$ cat config.mk
export PLATFORM = sky130hd
export DESIGN_NAME = xy_addr_gen
export DESIGN_NICKNAME = d
export VERILOG_FILES = /design/src/rtl/xy_addr_gen.sv
export SDC_FILE = /design/constraint.sdc
export NUM_CORES = 1
export LEC_CHECK = 0
export BUFFER_PORTS_ARGS = -buffer_cell sky130_fd_sc_hd__buf_2
export CAP_MARGIN = 40
export CORE_MARGIN = 2
export CORE_UTILIZATION = 39
export CTS_CLUSTER_DIAMETER = 100
export DETAILED_ROUTE_END_ITERATION = 6
export GPL_ROUTABILITY_DRIVEN = 0
export HOLD_SLACK_MARGIN = 0.03
export PLACE_DENSITY = 0.71
export SLEW_MARGIN = 40
export SYNTH_ARGS = -nofsm -noshare
export SYNTH_HDL_FRONTEND = slang
export SYNTH_SLANG_ARGS = --single-unit
$ cat constraint.sdc
create_clock -name clk -period 1.63 [get_ports clk]
set_clock_uncertainty 0.1 [all_clocks]
set_input_delay 0.0815 -clock clk [delete_from_list [all_inputs] [get_ports clk]]
set_output_delay 0.0815 -clock clk [all_outputs]
set_load 0.03 [all_outputs]
$ cat src/rtl/xy_addr_gen.sv
module xy_addr_gen #(
  parameter int XW      = 5,
  parameter int YW      = 7,
  parameter int X_LAST8 = 20,
  parameter int X_LAST6 = 27,
  parameter int Y_LAST  = 64
) (
  input  logic          clk,
  input  logic          rst_n,
  input  logic          acc_done,
  input  logic          x_ld,
  input  logic          y_ld,
  input  logic [YW-1:0] ld_val,
  input  logic          dir_wr,
  input  logic          dir_sel,
  input  logic          word6,
  output logic [XW-1:0] x_addr,
  output logic [YW-1:0] y_addr,
  output logic          out_of_range
);
  localparam logic [XW-1:0] XL8 = XW'(X_LAST8);
  localparam logic [XW-1:0] XL6 = XW'(X_LAST6);
  localparam logic [YW-1:0] YL  = YW'(Y_LAST);

  logic [XW-1:0] x_q;
  logic [YW-1:0] y_q;
  logic          dir_q;
  logic [XW-1:0] x_lim;

  always_ff @(posedge clk) begin
    if (!rst_n) begin
      x_q   <= '0;
      y_q   <= '0;
      dir_q <= 1'b0;
    end else begin
      if (x_ld)                   x_q <= ld_val[XW-1:0];
      else if (acc_done && !dir_q) x_q <= x_q + 1'b1;
      if (y_ld)                   y_q <= ld_val;
      else if (acc_done && dir_q)  y_q <= y_q + 1'b1;
      if (dir_wr)                 dir_q <= dir_sel;
    end
  end

  assign x_lim        = word6 ? XL6 : XL8;
  assign x_addr       = x_q;
  assign y_addr       = y_q;
  assign out_of_range = (x_q > x_lim) || (y_q > YL);
endmodule


==> impl_metrics.json, run 1 <==
{
  "syn_nets": 115,
  "rrSetupSlack_ns": 0.24,
  "hpwl_um": 1313,
  "max_stage_delay_ns": 0.36,
  "core_area_um2": 1902,
  "ir_worst_vdd_v": 0.0003799,
  "clock_sinks": 13,
  "ys_seq_area_frac": 0.3399,
  "vias": 777,
  "rsz0062_at_grt": "yes",
  "die_area_um2": 2334,
  "cp_top_family": "compound AO/OA/AOI/OAI gates",
  "worst-path-buf-inv": 1,
  "fin_crit_ns": 1.615,
  "portBuffers": 27,
  "dr.pass1.iters": 6,
  "ys_types": 20,
  "htreeDepth": 1,
  "critPathCaptureType": "output pin",
  "period_share": 0.9906,
  "antenna_found_initial": 0,
  "cp_cell_sequence": "ha_4, a21oi_2, o21ai_1, a32o_2, buf_6",
  "worstSkewPairLatency_ns": 0.27,
  "ant_nets": 0,
  "grt_max_degree": 14,
  "fin_cells": 163,
  "yosysWarnings": 0,
  "diodes": 0,
  "use_met2": 0.3056,
  "wire_per_inst_um": 11.40,
  "multiInputGateArea_um2": 510.5,
  "n_fill_cell": 174,
  "crit_path_top_delay_cell": "dfxtp_2",
  "tritoncts": "done",
  "drc": 0,
  "p_per_area_nw_per_um2": 713.4,
  "grt_pass1_vias": 748,
  "cts.clk_slew.worst_paths_ns": 0.08,
  "yosys.cell_count.top_type": "dfxtp_1",
  "cp-start-kind": "flop",
  "cts_root_buf": "clkbuf_4",
  "die_y_um": 48.31,
  "status": "finished clean",
  "drtIter0Drc": 13,
  "clockBufferDepth": 2,
  "drt-total-wl_um": 1858,
  "drv_cap": 0,
  "rows": 16,
  "max_freq_mhz": 619.3,
  "synth_cells": 93,
  "drv_slew": 0,
  "dp.cells": 148,
  "use_met1": 0.2128,
  "path_class": "reg -> out",
  "async_reset_ff_frac": 0,
  "busiest_layer": "met2",
  "regArea_um2": 264.0,
  "netlist.top_cell.by_area": "dfxtp_1",
  "stdcell_area_um2": 1140,
  "finalNetCount": 159,
  "syn2layout_area_growth_pct": 48.86,
  "crit_arrival_ns": 1.43,
  "synth-main-ff-cell": "dfxtp_1",
  "finalSetupViolations": 0,
  "synth_area_um2": 765.7,
  "track_usage": 0.1725,
  "met3_usage": 0.01852,
  "crit_required_ns": 1.45,
  "dpl_cell_area_um2": 949.7,
  "io_pins": 28,
  "die_w_um": 48.31,
  "overflow": 0,
  "yosys-top-cells-count": "dfxtp_1, o21ai_0, a21oi_1",
  "tns_ns": 0,
  "p_leak_nw": 0.5158,
  "synth_seq_cells": 13,
  "cts_inserted_buffers": 3,
  "hold_viol_final": 0,
  "initial_utilization": 0.4026,
  "synth_edf_count": 0,
  "grt_pass1_wl_um": 3174,
  "cp_max_fo": 2,
  "slew-limit-headroom": 0.7881,
  "syn-mean-instance-area_um2": 8.234,
  "tightest_slew_ns": 0.3175,
  "min_path_type": "in -> reg",
  "synth_top_area_frac": 0.3399,
  "viasPerCell": 4.767,
  "layout-drive-gt1-share": 0.3382,
  "yosys-top-cells-area": "dfxtp_1, ha_1, xnor2_1"
}
## area by class of cell
| cell class | instances | share of cell area |
|---|---|---|
| flip-flops and latches | 13 | 0.2316 |
| repair buffers | 41 | 0.2382 |
| inverters | 9 | 0.02964 |
| multi-input cells | 69 | 0.4479 |
| clock buffers | 4 | 0.02305 |
| well taps | 27 | 0.02964 |
## report_power, final
group | switching [mW] | leakage [nW] | internal [mW]
Combinational | 0.136 | 0.392 | 0.116
Sequential | 0.0226 | 0.109 | 0.341
Clock | 0.103 | 0.0150 | 0.0947
Total | 0.261 | 0.516 | 0.552
## cells by family after synthesis
logic type      Yosys count  synth area share
compound gates           24            0.1699
fa+ha+maj                 7            0.1144
mux                       3           0.03922
flops                    13            0.3399
buf+inv                  11           0.05392
xor+xnor                 10            0.1144
simple gates             25            0.1683
## through the flow
step | hold slack [ns] | util | power (mW) | worst slack [ns]
6_report | 0.04557 | 0.5993 | 0.8131 | 0.01538
5_1_grt | 0.05571 | 0.5993 | 0.8638 | -0.05463
4_1_cts | 0.03637 | 0.5908 | 0.8158 | -0.01191
3_5_place_dp | 0.2486 | 0.4993 | 0.5763 | 0.1254
3_3_place_gp | 0.2454 | 0.4993 | 0.5695 | 0.1967
2_1_floorplan | 0.1097 | - | 0.5030 | 0.02551
## worst register-to-register path: cells and delay by family, from the launching register on
| kind | cells | cell delay [ns] |
|---|---|---|
| simple gates | 2 | 0.36 |
| compound gates | 1 | 0.09 |
| fa+ha+maj | 1 | 0.17 |
| xor+xnor | 1 | 0.14 |
| flops | 1 | 0.40 |
## flip-flops by register name, indices dropped and copies added, names as in the netlist
name,flops
y_addr,7
x_addr,5
dir_q,1
## layer usage
layer | vias up | wire length, um
met5 | - | 0
met1 | 352 | 803
met4 | 0 | 21
li1 | 403 | -
met3 | 4 | 48
met2 | 18 | 984
## placed cells by master (no fill, tap or decap), types with 2 or more instances in the layout
master	count
xnor2_1	7
ha_1	4
nand4_1	4
buf_2	26
inv_2	2
nor2_1	3
nand2_1	8
inv_1	7
a21oi_2	2
dfxtp_2	3
a21oi_1	8
xor2_1	3
buf_4	4
dfxtp_1	10
and2_1	3
mux2i_1	3
nand3_1	3
clkbuf_4	3
dlygate4sd3_1	10
ha_4	3
o21ai_0	11
## path summary, 6_finish.rpt
kind	from	end	cells after the start
max	x_addr[1]	out_of_range	5
min	rst_n	y_addr[5]	3
max reg2reg	y_addr[1]	y_addr[6]	5
min reg2reg	y_addr[5]	y_addr[5]	2
## timing repair
action / CTS / global route
endpoints found under the hold margin: 11 / 0
buffers inserted: 1 / 0
endpoints found under the setup margin: 1 / 1
resized for setup: 10 / 5
pin swaps: 1 / 5
hold buffers: 10 / 0
(Power assumes the default switching activity.)
==> run 2: changes to the inputs <==
Settings changed: PLACE_DENSITY 0.71 to 0.62.
==> run 2 against run 1 <==
  * The flow now finishes with violations (setup timing)
  * Non-clock buffer count up 4
  * Final area rose by 3.5%
  * Fmax shrank 1.1%
  * Sequential power is essentially flat
  * Final cell count increased by 2.5%
  * Worst hold slack got worse by 0.00078 ns
  * Critical path type unchanged
  * Critical endpoint unchanged
  * Largest cell class unchanged
  * Highest routed layer unchanged
==> impl_metrics.json, run 2 (synthesis results as in run 1) <==
{
  "cp-start-kind": "flop",
  "die_y_um": 48.31,
  "htreeDepth": 1,
  "layout_common_cells": "buf_2, dlygate4sd3_1, o21ai_0",
  "drtIter0Drc": 10,
  "fin_cells": 167,
  "initial_utilization": 0.4026,
  "grt_pass1_wl_um": 3387,
  "die_area_um2": 2334,
  "drv_slew": 0,
  "antenna_found_initial": 0,
  "place_ws_ns": 0.1666,
  "finalNetCount": 163,
  "setup_ws_ns": -0.003297,
  "final_common_cell": "buf_2",
  "crit_required_ns": 1.45,
  "status": "finished with violations",
  "grt_max_degree": 14,
  "cp_cell_sequence": "ha_4, a21oi_2, o21ai_1, a32o_1, buf_6",
  "clockBufferDepth": 2,
  "drv_cap": 0,
  "portBuffers": 27,
  "worst-path-buf-inv": 1,
  "io_pins": 28,
  "clock_sinks": 13,
  "drt-total-wl_um": 1934,
  "die_w_um": 48.31,
  "ir_worst_vdd_v": 0.0003796,
  "tritoncts": "done",
  "drc": 0,
  "fin_crit_ns": 1.633,
  "hold_viol_final": 0,
  "path_class": "reg -> out",
  "overflow": 0,
  "crit_arrival_ns": 1.45,
  "violations": "setup timing",
  "min_path_type": "in -> reg",
  "cts_inserted_buffers": 3,
  "dr.pass1.iters": 4,
  "cp_max_fo": 3,
  "dp.cells": 148,
  "cts.clk_slew.worst_paths_ns": 0.09,
  "ant_nets": 0,
  "core_area_um2": 1902,
  "diodes": 0,
  "cp_top_family": "compound AO/OA/AOI/OAI gates",
  "critPathCaptureType": "output pin",
  "largest_reg_flops": 7,
  "max_stage_delay_ns": 0.36,
  "tightest_slew_ns": 0.3087,
  "cts_root_buf": "clkbuf_4",
  "rsz0062_at_grt": "yes",
  "fin_hold_ws_ns": 0.04479,
  "max_freq_mhz": 612.3,
  "wire_per_inst_um": 11.58,
  "finalSetupViolations": 1,
  "syn2layout_area_growth_pct": 54.08,
  "viasPerCell": 4.778,
  "hpwl_um": 1318,
  "grt_pass1_vias": 816,
  "layout-drive-gt1-share": 0.3143,
  "p_per_area_nw_per_um2": 711.4,
  "crit_path_top_delay_cell": "dfxtp_2",
  "vias": 798,
  "period_share": 1.002,
  "worstSkewPairLatency_ns": 0.29,
  "p_leak_nw": 0.5267,
  "track_usage": 0.1889,
  "slew-limit-headroom": 0.7940,
  "rows": 16
}
run 2: stage by stage:
stage	TNS [ns]	utilization	power [mW]	area, um2
after floorplan	0	-	0.5030	765.7
after global placement	0	0.4993	0.5704	949.7
after detailed placement	0	0.4993	0.5774	949.7
after CTS	-0.003228	0.6204	0.8466	1180
after global routing	-0.09051	0.6204	0.8918	1180
final	-0.003297	0.6204	0.8393	1180
run 2: final timing paths:
kind                  endpoint      start  depth (start not counted)  slack [ns]
setup / recovery  out_of_range  x_addr[3]                          5      -0.003
setup reg to reg     y_addr[6]  y_addr[1]                          5        0.26
hold reg to reg      y_addr[5]  y_addr[5]                          2        0.48
hold / removal       y_addr[1]       y_ld                          3        0.04
run 2: where the power goes:
group | leakage, nW | internal [mW] | switching [mW]
logic | 0.403 | 0.123 | 0.137
clock network | 0.0150 | 0.0952 | 0.120
registers | 0.109 | 0.342 | 0.0225
run 2: tightest hold or removal path: stages:
cell	delay, ns
buf_2	0.09
o21ai_0	0.07
and2_1	0.14
run 2: per-layer routing:
metal  vias to the layer above  global-route usage  part of all wire
li1                        411                   -                 -
met1                       364              0.2050              0.42
met2                        17              0.3495              0.52
met3                         6             0.03086             0.027
met4                         0              0.1000             0.027
met5                         -                   0                 0
run 2: final cells by class:
class	count	area, um2
Clock buffer	4	26.28
Fill cell	182	721.9
Sequential cell	13	265.3
Multi-Input combinational cell	69	509.2
Tap cell	27	33.78
Timing Repair Buffer	45	311.5
Inverter	9	33.78
run 2: what timing repair did:
item / CTS / global route
endpoints found under the setup margin: 1 / 1
pin swaps: 2 / 0
resized for setup: 12 / 0
endpoints found under the hold margin: 13 / 0
hold buffers: 14 / 0
buffers inserted: 1 / 0
